===== config.mk =====
export PLATFORM = sky130hd
export DESIGN_NAME = evt_timer8
export DESIGN_NICKNAME = d
export VERILOG_FILES = /design/src/rtl/tmr8_pkg.sv /design/src/rtl/tmr8_tick_gen.sv /design/src/rtl/tmr8_pin_edge.sv /design/src/rtl/tmr8_prescaler.sv /design/src/rtl/evt_timer8.sv
export SDC_FILE = /design/constraint.sdc
export NUM_CORES = 1
export LEC_CHECK = 0
export BUFFER_PORTS_ARGS = -buffer_cell sky130_fd_sc_hd__buf_4
export CORE_MARGIN = 5
export CORE_UTILIZATION = 30
export DETAILED_ROUTE_END_ITERATION = 6
export PLACE_DENSITY_LB_ADDON = 0.1
export SETUP_SLACK_MARGIN = 0.5
export SLEW_MARGIN = 20
export SYNTH_ARGS = -nofsm -noshare
export SYNTH_HDL_FRONTEND = slang
export SYNTH_SLANG_ARGS = --single-unit

===== constraint.sdc =====
create_clock -name clk -period 3.7 [get_ports clk]
set_clock_uncertainty 0.2 [all_clocks]
set_input_delay 0.185 -clock clk [delete_from_list [all_inputs] [get_ports clk]]
set_output_delay 0.185 -clock clk [all_outputs]
set_load 0.1 [all_outputs]

===== src/rtl/tmr8_pkg.sv =====
package tmr8_pkg;
    localparam int TMR_RSEL_W = 3;

    // Control register layout, MSB first: bypass, edge, source, ratio
    typedef struct packed {
        logic                  bypass;
        logic                  edge_fall;
        logic                  src_ext;
        logic [TMR_RSEL_W-1:0] ratio;
    } tmr_ctl_t;

    localparam int TMR_CTL_W = $bits(tmr_ctl_t);
endpackage


===== src/rtl/tmr8_tick_gen.sv =====
module tmr8_tick_gen #(
    parameter int PH_W = 2
) (
    input  logic clk,
    input  logic rst_n,
    input  logic div4,
    output logic tick
);
    logic [PH_W-1:0] ph_d, ph_q;
    logic [PH_W-1:0] last_ph;

    always_comb begin
        last_ph = div4 ? PH_W'(3) : PH_W'(1);
        tick    = (ph_q == last_ph);
        ph_d    = (ph_q >= last_ph) ? '0 : ph_q + PH_W'(1);
    end

    always_ff @(posedge clk or negedge rst_n) begin
        if (!rst_n) ph_q <= '0;
        else        ph_q <= ph_d;
    end
endmodule


===== src/rtl/tmr8_pin_edge.sv =====
module tmr8_pin_edge #(
    parameter int SYNC_STAGES = 2
) (
    input  logic clk,
    input  logic rst_n,
    input  logic pin,
    input  logic fall_sel,
    output logic evt
);
    localparam int SH_W = SYNC_STAGES + 1;

    logic [SH_W-1:0] sh_d, sh_q;
    logic            cur, prev;

    always_comb begin
        sh_d = {sh_q[SH_W-2:0], pin};
        cur  = sh_q[SH_W-2];
        prev = sh_q[SH_W-1];
        evt  = fall_sel ? (prev & ~cur) : (cur & ~prev);
    end

    always_ff @(posedge clk or negedge rst_n) begin
        if (!rst_n) sh_q <= '0;
        else        sh_q <= sh_d;
    end
endmodule


===== src/rtl/tmr8_prescaler.sv =====
module tmr8_prescaler #(
    parameter int PSC_W  = 8,
    parameter int RSEL_W = 3
) (
    input  logic              clk,
    input  logic              rst_n,
    input  logic              evt_in,
    input  logic              clr,
    input  logic              bypass,
    input  logic [RSEL_W-1:0] ratio,
    output logic              evt_out,
    output logic [PSC_W-1:0]  psc_cnt
);
    logic [PSC_W-1:0] psc_d, psc_q;
    logic [PSC_W:0]   lim_m1;
    logic             at_end;

    always_comb begin
        lim_m1  = ((PSC_W+1)'(2) << ratio) - (PSC_W+1)'(1);
        at_end  = ({1'b0, psc_q} >= lim_m1);
        evt_out = evt_in & (bypass | at_end);
        psc_d   = psc_q;
        if (clr)                 psc_d = '0;
        else if (evt_in && !bypass) psc_d = at_end ? '0 : psc_q + PSC_W'(1);
    end

    always_ff @(posedge clk or negedge rst_n) begin
        if (!rst_n) psc_q <= '0;
        else        psc_q <= psc_d;
    end

    assign psc_cnt = psc_q;
endmodule


===== src/rtl/evt_timer8.sv =====
module evt_timer8
    import tmr8_pkg::*;
#(
    parameter int CNT_W       = 8,
    parameter int PSC_W       = 8,
    parameter int SYNC_STAGES = 2
) (
    input  logic                 clk,
    input  logic                 rst_n,
    input  logic                 cyc_div4,
    input  logic                 cnt_wr_en,
    input  logic [CNT_W-1:0]     cnt_wr_data,
    input  logic                 ctl_wr_en,
    input  logic [TMR_CTL_W-1:0] ctl_wr_data,
    input  logic                 ext_pin,
    input  logic                 ovf_clr,
    input  logic                 irq_en,
    input  logic                 glb_en,
    output logic [CNT_W-1:0]     count,
    output logic [TMR_CTL_W-1:0] ctl_rd,
    output logic                 ovf_flag,
    output logic                 irq
);
    typedef struct packed {
        logic [CNT_W-1:0] cnt;
        tmr_ctl_t         ctl;
        logic             ovf;
    } tmr_state_t;

    tmr_state_t       st_d, st_q;
    logic             tick, pin_evt, raw_evt, cnt_evt, wrap;
    logic [PSC_W-1:0] psc_cnt;

    tmr8_tick_gen #(.PH_W(2)) u_tick (
        .clk  (clk),
        .rst_n(rst_n),
        .div4 (cyc_div4),
        .tick (tick)
    );

    tmr8_pin_edge #(.SYNC_STAGES(SYNC_STAGES)) u_pin (
        .clk     (clk),
        .rst_n   (rst_n),
        .pin     (ext_pin),
        .fall_sel(st_q.ctl.edge_fall),
        .evt     (pin_evt)
    );

    assign raw_evt = st_q.ctl.src_ext ? pin_evt : tick;

    tmr8_prescaler #(.PSC_W(PSC_W), .RSEL_W(TMR_RSEL_W)) u_psc (
        .clk    (clk),
        .rst_n  (rst_n),
        .evt_in (raw_evt),
        .clr    (cnt_wr_en),
        .bypass (st_q.ctl.bypass),
        .ratio  (st_q.ctl.ratio),
        .evt_out(cnt_evt),
        .psc_cnt(psc_cnt)
    );

    always_comb begin
        st_d = st_q;
        wrap = 1'b0;
        if (ctl_wr_en) st_d.ctl = tmr_ctl_t'(ctl_wr_data);
        if (cnt_wr_en) begin
            st_d.cnt = cnt_wr_data;
        end else if (cnt_evt) begin
            st_d.cnt = st_q.cnt + CNT_W'(1);
            wrap     = (st_q.cnt == '1);
        end
        if (wrap)         st_d.ovf = 1'b1;
        else if (ovf_clr) st_d.ovf = 1'b0;
    end

    always_ff @(posedge clk or negedge rst_n) begin
        if (!rst_n) st_q <= '0;
        else        st_q <= st_d;
    end

    assign count    = st_q.cnt;
    assign ctl_rd   = st_q.ctl;
    assign ovf_flag = st_q.ovf;
    assign irq      = st_q.ovf & irq_en & glb_en;
endmodule


# Yosys cells after proc, flatten, opt, wreduce, memory -nomap -nowiden

Index checks and enable logic that the tools add are counted.

Latch bits: 0
Memory bits (read-only): 0
Logic and storage cells: 44
Memories kept: 0
Output and inout bits: 16
Register bits after elaboration: 28
Input port bits: 23
RAM bits: 0

Add/subtract/negate cells: 4
Eq/ne operators: 2
Order comparisons: 2
Bitwise gates (word level): 8
Mux-type cells: 13
Multiply operators: 0
Reductions and logical operators: 5
Divide/modulo/power cells: 0
Shifts and indexed selects: 1

Operators with widths:

| operator                                          | count |
|---|---|
| 2-to-1 mux 8 bit                                  | 5 |
| adder 8 x 1 -> 8 bit (second input constant)      | 2 |
| >= comparator 8 x 9 -> 1 bit                      | 1 |
| left shift 2 x 3 -> 9 bit (first input constant)  | 1 |
| subtractor 9 x 2 -> 9 bit (second input constant) | 1 |
| == test 8 bit (second input constant)             | 1 |
| 2-to-1 mux 1 bit                                  | 6 |
| nonzero test 2 bit                                | 3 |
| AND 1 bit                                         | 5 |
| 2-to-1 mux 2 bit                                  | 2 |
| adder 2 x 1 -> 2 bit (second input constant)      | 1 |
| == test 2 bit                                     | 1 |
| >= comparator 2 bit                               | 1 |
| inverter 1 bit                                    | 2 |
| logical AND 1 bit                                 | 1 |
| logical NOT 1 bit                                 | 1 |
| bitwise OR 1 bit                                  | 1 |

# Depth between registers and ports, before layout

Gate-level depths: netlist (run 1).

Word-level depth: 8
Mapped depth: 13
Mapped depth without buffers: 12

# Modules after synthesis

Synthesis (run 1) repeated with hierarchy kept, for this count alone.

Cell total of the unflattened synthesis: 169
Area, all modules: 1692.9 sq um

By module, submodules not included:

| module         | cells an instance | sequential area each (sq um) | area an instance (sq um) | times used |
|---|---|---|---|---|
| tmr8_prescaler | 86                | 200.2                        | 759.5                    | 1 |
| evt_timer8     | 68                | 375.4                        | 739.5                    | 1 |
| tmr8_pin_edge  | 6                 | 75.1                         | 97.6                     | 1 |
| tmr8_tick_gen  | 9                 | 50.0                         | 96.3                     | 1 |

# Worst setup path before layout (run 1)

Ideal clock, no wire load.

Path type: flip-flop to flip-flop
Start: register st_q (netlist bit ctl_rd[0])
End: register st_q (netlist bit count[7])
Path buffers: 1
Data arrival time: 3312 ps
Library setup time: 126 ps
Stages on the path, launching flop included: 13
Clock period less this slack: 3637 ps
Data required time: 3374 ps
Path slack: 63 ps
Cell sequence: dfrtp_1 or3_1 ha_1 clkbuf_1 xor2_1 nor2_1 a21oi_1 ha_1 a21oi_2 nand2_1 o31ai_2 nor3_1 a221o_1

Cells in the longest elaborated chain, start to end: 6

RTL lines:

| item                         | RTL line             | source |
|---|---|---|
| from (decl)                  | evt_timer8.sv:30     | `tmr_state_t st_d, st_q;` |
| from (signal assigned)       | evt_timer8.sv:78     | `else st_q <= st_d;` |
| left shift 2 x 3 -> 9 bit    | tmr8_prescaler.sv:19 | `lim_m1 = ((PSC_W+1)'(2) << ratio) - (PSC_W+1)'(1);` |
| subtractor 9 x 2 -> 9 bit    | tmr8_prescaler.sv:19 |  |
| >= comparator 8 x 9 -> 1 bit | tmr8_prescaler.sv:20 | `at_end = ({1'b0, psc_q} >= lim_m1);` |
| bitwise OR 1 bit             | tmr8_prescaler.sv:21 | `evt_out = evt_in & (bypass \| at_end);` |
| AND 1 bit                    | tmr8_prescaler.sv:21 |  |
| nonzero test 2 bit (no line) | --                   |  |

Every way passes these cells.
A chain may end at the register's enable or synchronous reset.

# Final worst setup path (run 1)

Start: register st_q (netlist bit ctl_rd[1])
End: register u_psc.psc_q[7] (netlist: u_psc.psc_cnt[7])

Cells in the longest elaborated chain, start to end: 6

RTL lines:

| item                          | RTL line             | source |
|---|---|---|
| left shift 2 x 3 -> 9 bit     | tmr8_prescaler.sv:19 |  |
| subtractor 9 x 2 -> 9 bit     | tmr8_prescaler.sv:19 |  |
| >= comparator 8 x 9 -> 1 bit  | tmr8_prescaler.sv:20 |  |
| 2-to-1 mux 8 bit (2 in a row) | tmr8_prescaler.sv:24 | `else if (evt_in && !bypass) psc_d = at_end ? '0 : psc_q + PSC_W'(1);` |
| 2-to-1 mux 8 bit              | tmr8_prescaler.sv:23 | `if (clr) psc_d = '0;` |
| to (signal assigned)          | tmr8_prescaler.sv:29 | `else psc_q <= psc_d;` |
| to (decl)                     | tmr8_prescaler.sv:14 | `logic [PSC_W-1:0] psc_d, psc_q;` |

Every way passes these cells. The select of a mux whose other input is x is not followed.

==> qor.yml, run 1 <==
run_status:
  outcome: "finished clean"
cells_and_area:
  multi_input_area_sq_um: 1010
  fin_util: 0.422
  antenna_cells: 0
  n_fill_cell: 567
  nets: 286
  seq_area_sq_um: 709
  final_cell_mix: "buf_4 (41), dfrtp_1 (25), dlygate4sd3_1 (21)"
  final_common_cell: "buf_4"
  stdcell_area_sq_um: 2470
  area_growth_pct: 38.7
  layout-drive-gt1-share: 0.295
pwr:
  pwr-share-clk: 0.245
  p_int_uw: 622
  p_seq_frac: 0.379
  power_frac_comb: 0.376
  ir_drop_uv: 196
  p_per_area_nw_per_um2: 411
  swShare: 0.387
  p_leak_uw: 0.00108
  switchingPower_uw: 393
sta:
  drv_slew: 0
  holdWs_ns: 0.0332
  fmax_ghz: 0.328
  setup_tns_ns: 0
  final.setup.worst_slack_ns: 0.649
  worst_slew_pin_slew_ns: 0.490
  setup_violations: 0
  fin_crit_ns: 3.05
  relSlewSlack: 0.671
  finalHoldViolations: 0
  post-route-period-util: 0.825
  rsz0062_at_grt: "false"
clocking:
  cts_tree: "done"
  cts_root_buf: "clkbuf_8"
  cts.sinks: 28
  clock_latency_ns: 0.28
  clockBufferDepth: 2
  clk_pin_slew_ns: 0.10
  htree_levels: 1
  cts_made_buffers: 3
drt:
  firstDrtPassIters: 6
  viasPerCell: 5.00
  vias: 1630
  drtIter0Drc: 49
  wl_microns: 4450
  ant_nets: 0
  wl_per_cell_microns: 13.6
  drt_drc_violations_left: 0
global_routing:
  antenna_found_initial: 0
  grt_max_degree: 29
  track_usage: 0.121
  grt_pass1_vias: 1579
  grt_pass1_wl_microns: 7330
  grt-ovfl-total: 0
critical_path:
  crit_path_end_kind: "flop"
  crit_type: "flop to flop"
  cp_num_buf_inv: 0
  max_stage_delay_ns: 0.63
  path_delay_family: "simple AND/OR/NAND/NOR gates"
  cp_max_fo: 8
  startpoint_type: "flop"
  path_cells: "or3_4, ha_4, xor2_1, nor2_1, a21oi_1, ha_1, a21oi_2, nand2_2, or4_4, o22ai_2"
  cp_slowest_cell: "or4_4"
  critPathRequiredTime_ns: 3.71
  worstPathArrival_ns: 3.06
synth:
  synth.avg_cell_area_sq_um: 9.14
  synth_area_sq_um: 1780
  yosys-top-cells-area: "dfrtp_1 (39%), ha_1 (7.7%), nand2_1 (4.4%), o22ai_2 (4.2%), inv_1 (3.6%)"
  yosys.area.top_type: "dfrtp_1"
  netlist.area_leader.share: 0.393
  syn_nets: 229
  seq_area_frac_synth: 0.393
  synthFlopType: "dfrtp_1"
  yosysWarnings: 0
  async_flop_share: 1.00
  yosys.cell_types.count: 46
  synth-edff-count: 0
  synthCells: 195
  synth_seq_cells: 28
placed_design:
  pre_cts_ws_ns: 0.520
  dp.final_hpwl_microns: 3270
  gp_congestion: 0.755
  dpl-instance-area_sq_um: 2150
  port_buffers: 38
floorplanning:
  die_w_microns: 87.1
  start_util: 0.305
  die_h_microns: 87.1
  fp.dieArea_sq_um: 7580
  core_area_sq_um: 5850
  pin_count: 39
  rows: 28
worst_hold_path:
  hp-class: "primary input to flop"
flow_run:
  max-cap-violations: 0
-- cells by family after synthesis --
family	share of synthesized area
AND/OR/NAND/NOR	0.209
AO/OA/AOI/OAI	0.225
flip-flops	0.393
buffers and inverters	0.0660
adder cells (fa/ha/maj)	0.0772
multiplexers	0.0190
XOR/XNOR	0.00983
-- per-layer routing --
| metal | track usage | wire, microns |
|---|---|---|
| met5 | 0 | 0 |
| met4 | 0.0340 | 26 |
| met3 | 0.0170 | 149 |
| met2 | 0.190 | 2070 |
| met1 | 0.172 | 2200 |
-- cell usage after synthesis, types with 4 or more instances --
| library cell | instances |
|---|---|
| dfrtp_1 | 28 |
| nand2_1 | 21 |
| inv_1 | 17 |
| a21oi_1 | 11 |
| ha_1 | 11 |
| nand3_1 | 9 |
| nor2_1 | 9 |
| nand4_1 | 7 |
| nor3_1 | 7 |
| o22ai_2 | 6 |
| a31oi_1 | 5 |
| and3_1 | 5 |
| clkbuf_1 | 5 |
| o21ai_0 | 5 |
| o211ai_1 | 4 |
-- registers in the layout, indices dropped and copies added (netlist names) --
signal	cells
count	8
u_psc.psc_cnt	8
ctl_rd	6
u_pin.sh_q	3
u_tick.ph_q	2
ovf_flag	1
-- power groups by stage --
stage | clock, uW | sequential, uW | combinational [uW]
floorplan | 0 | 482 | 179
global placement | 0 | 392 | 357
detailed placement | 0 | 392 | 357
CTS | 258 | 385 | 379
global route | 266 | 392 | 415
finish | 248 | 385 | 382
-- per-stage QoR --
step | power [uW] | instances
after global routing | 1070 | 326
after detailed placement | 748 | 299
after CTS | 1020 | 324
after global placement | 749 | 299
final | 1010 | 326
after floorplan | 661 | 195
-- cell type report --
type                            count  area share
Multi-Input combinational cell    140       0.411
Clock buffer                        3      0.0167
Inverter                           17      0.0258
Sequential cell                    28       0.287
Timing Repair Buffer               62       0.210
Tap cell                           75      0.0380
Clock inverter                      1      0.0122
-- worst register-to-register path: cells and delay by family, from the launching register on --
family                     cells  cell delay (ns)
adders and majority gates      2             0.47
AOI/OAI and AO/OA              3             0.45
xor gates and xnor gates       1             0.13
and+or+nand+nor                4             1.19
DFF                            1             0.52
-- final timing paths --
check	start	end	slack, ns	cells past startpoint
setup / recovery	ctl_rd[1]	u_psc.psc_cnt[7]	0.65	10
min in group asynchronous	rst_n	u_psc.psc_cnt[1]	0.16	2
hold reg to reg	u_pin.sh_q[0]	u_pin.sh_q[1]	0.16	0
hold / removal	ctl_wr_en	ctl_rd[3]	0.03	2
max in group asynchronous	rst_n	ctl_rd[0]	2.84	2
setup reg to reg	ctl_rd[1]	u_psc.psc_cnt[7]	0.65	10
-- timing repair --
action / in CTS / in global routing
pin swaps: 0 / 4
endpoints found under the hold margin: 44 / 0
resized for setup: 1 / 4
setup endpoints to repair: 1 / 15
hold buffers: 21 / 0
buffers inserted: 0 / 2
No activity file was read; power rests on OpenSTA's default activity.
==> run 2, diff against run 1 <==
- clock period: 3.7 -> 2.8 ns (I/O delays scaled with it)
==> run 2 against run 1 <==
  * Sequential power is 31% higher
  * Global-route usage grew 1.2 points
  * Critical path type unchanged
  * Cell count grew 8.0%
  * The flow now finishes with violations (setup timing)
  * Largest cell class unchanged
==> qor.yml, run 2 (synthesis results as in run 1) <==
run_status:
  violations: "setup timing"
  outcome: "finished with violations"
floorplanning:
  die_h_microns: 87.1
  die_w_microns: 87.1
  core_area_sq_um: 5850
  rows: 28
  start_util: 0.305
  fp.dieArea_sq_um: 7580
  pin_count: 39
drt:
  wl_microns: 4750
  wl_per_cell_microns: 13.5
  drtIter0Drc: 53
  met1_length_microns: 2290
  viasPerCell: 4.96
  vias: 1747
  highest_layer: "met4"
  wl_met2_microns: 2210
  met3WireLength_microns: 223
  firstDrtPassIters: 4
  ant_nets: 0
  drt_drc_violations_left: 0
critical_path:
  critPathRequiredTime_ns: 2.82
  crit_path_end_kind: "flop"
  worstPathArrival_ns: 3.07
  cp_slowest_cell: "or4_4"
  startpoint_type: "flop"
  crit_type: "flop to flop"
  path_cells: "or3_4, ha_4, xor2_1, nor2_1, a21oi_1, ha_1, a21oi_2, nand2_2, or4_4, o21ai_2"
  cp_max_fo: 8
  max_stage_delay_ns: 0.63
  path_delay_family: "simple AND/OR/NAND/NOR gates"
  cp_num_buf_inv: 0
global_routing:
  grt-ovfl-total: 0
  track_usage: 0.133
  grt_pass1_vias: 1714
  antenna_found_initial: 0
  grt_max_degree: 29
  grt_pass1_wl_microns: 8130
clocking:
  cts_made_buffers: 3
  htree_levels: 1
  clock_latency_ns: 0.28
  cts_root_buf: "clkbuf_8"
  clk_pin_slew_ns: 0.10
  clockBufferDepth: 2
  cts_tree: "done"
  cts.sinks: 28
cells_and_area:
  final_common_cell: "buf_4"
  nets: 312
  instances_no_fill: 352
  stdcell_area_sq_um: 2730
  layout-drive-gt1-share: 0.361
  antenna_cells: 0
  area_growth_pct: 53.1
  final_cell_mix: "buf_4 (57), dlygate4sd3_1 (26), dfrtp_1 (25)"
placed_design:
  gp_congestion: 0.732
  port_buffers: 38
  dpl-instance-area_sq_um: 2290
  dp.cells: 317
  dp.final_hpwl_microns: 3340
sta:
  fmax_ghz: 0.329
  relSlewSlack: 0.718
  drv_slew: 0
  rsz0062_at_grt: "true"
  setup_violations: 17
  worst_slew_pin_slew_ns: 0.420
  post-route-period-util: 1.09
  fin_crit_ns: 3.04
  finalHoldViolations: 0
  final.setup.worst_slack_ns: -0.243
pwr:
  p_leak_uw: 0.00121
  ir_drop_uv: 320
  p_per_area_nw_per_um2: 495
worst_hold_path:
  hp-class: "primary input to flop"
flow_run:
  max-cap-violations: 0
-- run 2: what timing repair did --
item | CTS | global route
endpoints found under the setup margin | 17 | 17
pin swaps | 15 | 17
endpoints found under the hold margin | 44 | 0
hold buffers | 26 | 0
resized for setup | 8 | 9
setup buffers | 4 | 1
-- run 2: metrics by stage --
| step | util | hold WS (ns) | worst slack, ns | TNS [ns] | power, uW |
|---|---|---|---|---|---|
| 2_1_floorplan | - | -0.356 | -0.443 | -5.89 | 876 |
| 3_3_place_gp | 0.391 | -0.101 | -0.181 | -2.51 | 1020 |
| 3_5_place_dp | 0.391 | -0.107 | -0.244 | -3.18 | 1020 |
| 4_1_cts | 0.459 | 0.0204 | -0.241 | -2.94 | 1360 |
| 5_1_grt | 0.466 | 0.0373 | -0.393 | -5.81 | 1430 |
| 6_report | 0.466 | 0.0236 | -0.243 | -3.36 | 1350 |
-- run 2: power by group --
group,switching [uW],total [uW],internal [uW]
clock,140,267,126
sequential,52.6,506,453
combinational,351,577,226
-- run 2: cell type report --
class,count,area [sq um]
flip-flops and latches,28,709
fillers,582,3120
clock buffers,4,55.1
inverters,17,63.8
repair buffers,88,744
well taps,75,93.8
multi-input cells,140,1060
-- run 2: worst paths after layout --
check | cells past startpoint | start | endpoint | slack (ns)
max | 10 | ctl_rd[0] | u_psc.psc_cnt[0] | -0.24
min | 3 | cnt_wr_en | count[5] | 0.02
max reg2reg | 10 | ctl_rd[0] | u_psc.psc_cnt[0] | -0.24
min reg2reg | 0 | u_pin.sh_q[0] | u_pin.sh_q[1] | 0.16
max in group asynchronous | 2 | rst_n | ctl_rd[0] | 1.97
min in group asynchronous | 2 | rst_n | u_psc.psc_cnt[1] | 0.11
-- run 2: worst reg2reg max path, delay by kind of cell, from the launching register on --
family	cells	cell delay, ns
AOI/OAI and AO/OA	3	0.38
DFF	1	0.49
and+or+nand+nor	4	1.25
adders and majority gates	2	0.51
xor gates and xnor gates	1	0.16
-- run 2: per-layer routing --
metal,up-vias,track usage
met5,-,0
li1,881,-
met3,5,0.0284
met4,0,0.0170
met1,832,0.187
met2,29,0.215
==> run 3, diff against run 2 <==
- TNS_END_PERCENT: not set -> 1
==> run 3 against run 2 <==
  * The run still ends with setup timing left
  * Combinational power decreased by 4.5%
  * Register-to-register slack about the same
  * Clock-buffer cell count unchanged
==> qor.yml, run 3 (synthesis results as in run 1) <==
global_routing:
  grt_pass1_vias: 1690
  antenna_found_initial: 0
  grt_max_degree: 29
  grt_pass1_wl_microns: 8080
  grt-ovfl-total: 0
  track_usage: 0.132
drt:
  ant_nets: 0
  drtIter0Drc: 48
  wl_microns: 4730
  wl_per_cell_microns: 13.7
  firstDrtPassIters: 4
  vias: 1691
  drt_drc_violations_left: 0
  viasPerCell: 4.90
sta:
  rsz0062_at_grt: "true"
  fin_crit_ns: 3.05
  final.setup.worst_slack_ns: -0.251
  worst_slew_pin_slew_ns: 0.444
  setup_violations: 16
  relSlewSlack: 0.702
  holdWs_ns: 0.0409
  setup_tns_ns: -2.78
  post-route-period-util: 1.09
  fmax_ghz: 0.328
  drv_slew: 0
  finalHoldViolations: 0
placed_design:
  dp.final_hpwl_microns: 3390
  gp_congestion: 0.827
  port_buffers: 38
  pre_cts_ws_ns: -0.323
cells_and_area:
  final_common_cell: "buf_4"
  antenna_cells: 0
  final_cell_mix: "buf_4 (55), dlygate4sd3_1 (26), dfrtp_1 (25)"
  layout-drive-gt1-share: 0.337
  nets: 305
  fin_util: 0.450
  area_growth_pct: 47.6
critical_path:
  timing.rr.end: "u_psc.psc_cnt[0]"
  reg2reg_slack_ns: -0.25
  crit_type: "flop to flop"
  critPathRequiredTime_ns: 2.81
  worstPathArrival_ns: 3.06
  cp_max_fo: 8
  r2r-start: "ctl_rd[0]"
  crit_path_end_kind: "flop"
  startpoint_type: "flop"
  rr_worst_depth: 10
worst_hold_path:
  min_from: "cnt_wr_en"
  hold_depth: 3
  hp-class: "primary input to flop"
  min_to: "count[5]"
floorplanning:
  die_w_microns: 87.1
  pin_count: 39
  start_util: 0.305
  rows: 28
  core_area_sq_um: 5850
  fp.dieArea_sq_um: 7580
  die_h_microns: 87.1
flow_run:
  max-cap-violations: 0
pwr:
  p_per_area_nw_per_um2: 497
  switchingPower_uw: 522
  total_power_uw: 1310
  p_seq_frac: 0.386
  swShare: 0.399
  p_leak_uw: 0.00116
  pwr-share-clk: 0.193
  p_int_uw: 786
  power_frac_comb: 0.421
  ir_drop_uv: 311
clocking:
  cts.sinks: 28
  cts_tree: "done"
  cts_made_buffers: 3
  clockBufferDepth: 2
  cts_root_buf: "clkbuf_8"
  clock_latency_ns: 0.27
  clk_pin_slew_ns: 0.10
  htree_levels: 1
run_status:
  outcome: "finished with violations"
  violations: "setup timing"
run 3: worst max path at each step:
stage / start / to / slack (ns) / cells after the start
after floorplan: ctl_rd[0] / u_psc.psc_cnt[7] / -0.46 / 12
after global placement: ctl_rd[0] / u_psc.psc_cnt[7] / -0.28 / 10
after detailed placement: ctl_rd[0] / count[2] / -0.32 / 12
after CTS: ctl_rd[0] / u_psc.psc_cnt[0] / -0.25 / 10
after global routing: ctl_rd[0] / u_psc.psc_cnt[0] / -0.36 / 10
final: ctl_rd[0] / u_psc.psc_cnt[0] / -0.25 / 10
run 3: power by group through the flow:
| stage | combinational (uW) | sequential (uW) | clock (uW) |
|---|---|---|---|
| 4_1_cts | 547 | 504 | 273 |
| 6_report | 551 | 504 | 253 |
| 3_5_place_dp | 503 | 512 | 0 |
| 2_1_floorplan | 233 | 636 | 0 |
| 3_3_place_gp | 502 | 512 | 0 |
| 5_1_grt | 599 | 514 | 285 |
run 3: through the flow:
step | instance area, sq um | instances
CTS | 2610 | 345
finish | 2630 | 345
global placement | 2260 | 315
global route | 2630 | 345
floorplan | 1810 | 195
detailed placement | 2260 | 315
run 3: per-layer routing:
metal,GRT usage,routed length (microns),up-vias
met1,0.183,2220,784
met4,0.0255,53,0
met3,0.0293,235,6
met2,0.212,2210,36
li1,-,-,865
met5,0,0,-
run 3: repair_timing:
item,in CTS,in global routing
pin swaps,4,6
hold buffers,26,0
gates resized for setup,6,6
setup endpoints to repair,17,17
endpoints found under the hold margin,44,0
setup buffers,0,0
run 3: layout make-up:
type                    instances  area, sq um
repair buffers                 81          673
well taps                      75         93.8
flip-flops and latches         28          709
multi-input cells             140         1030
fillers                       568         3220
clock buffers                   4         55.1
inverters                      17         63.8
run 3: critical path: stages (launching register included):
cell	delay (ns)
dfrtp_4	0.48
or3_4	0.41
ha_4	0.20
xor2_2	0.14
nor2_1	0.09
a21oi_1	0.05
ha_1	0.33
and3_4	0.22
o21a_1	0.12
or4_4	0.59
o21ai_2	0.15
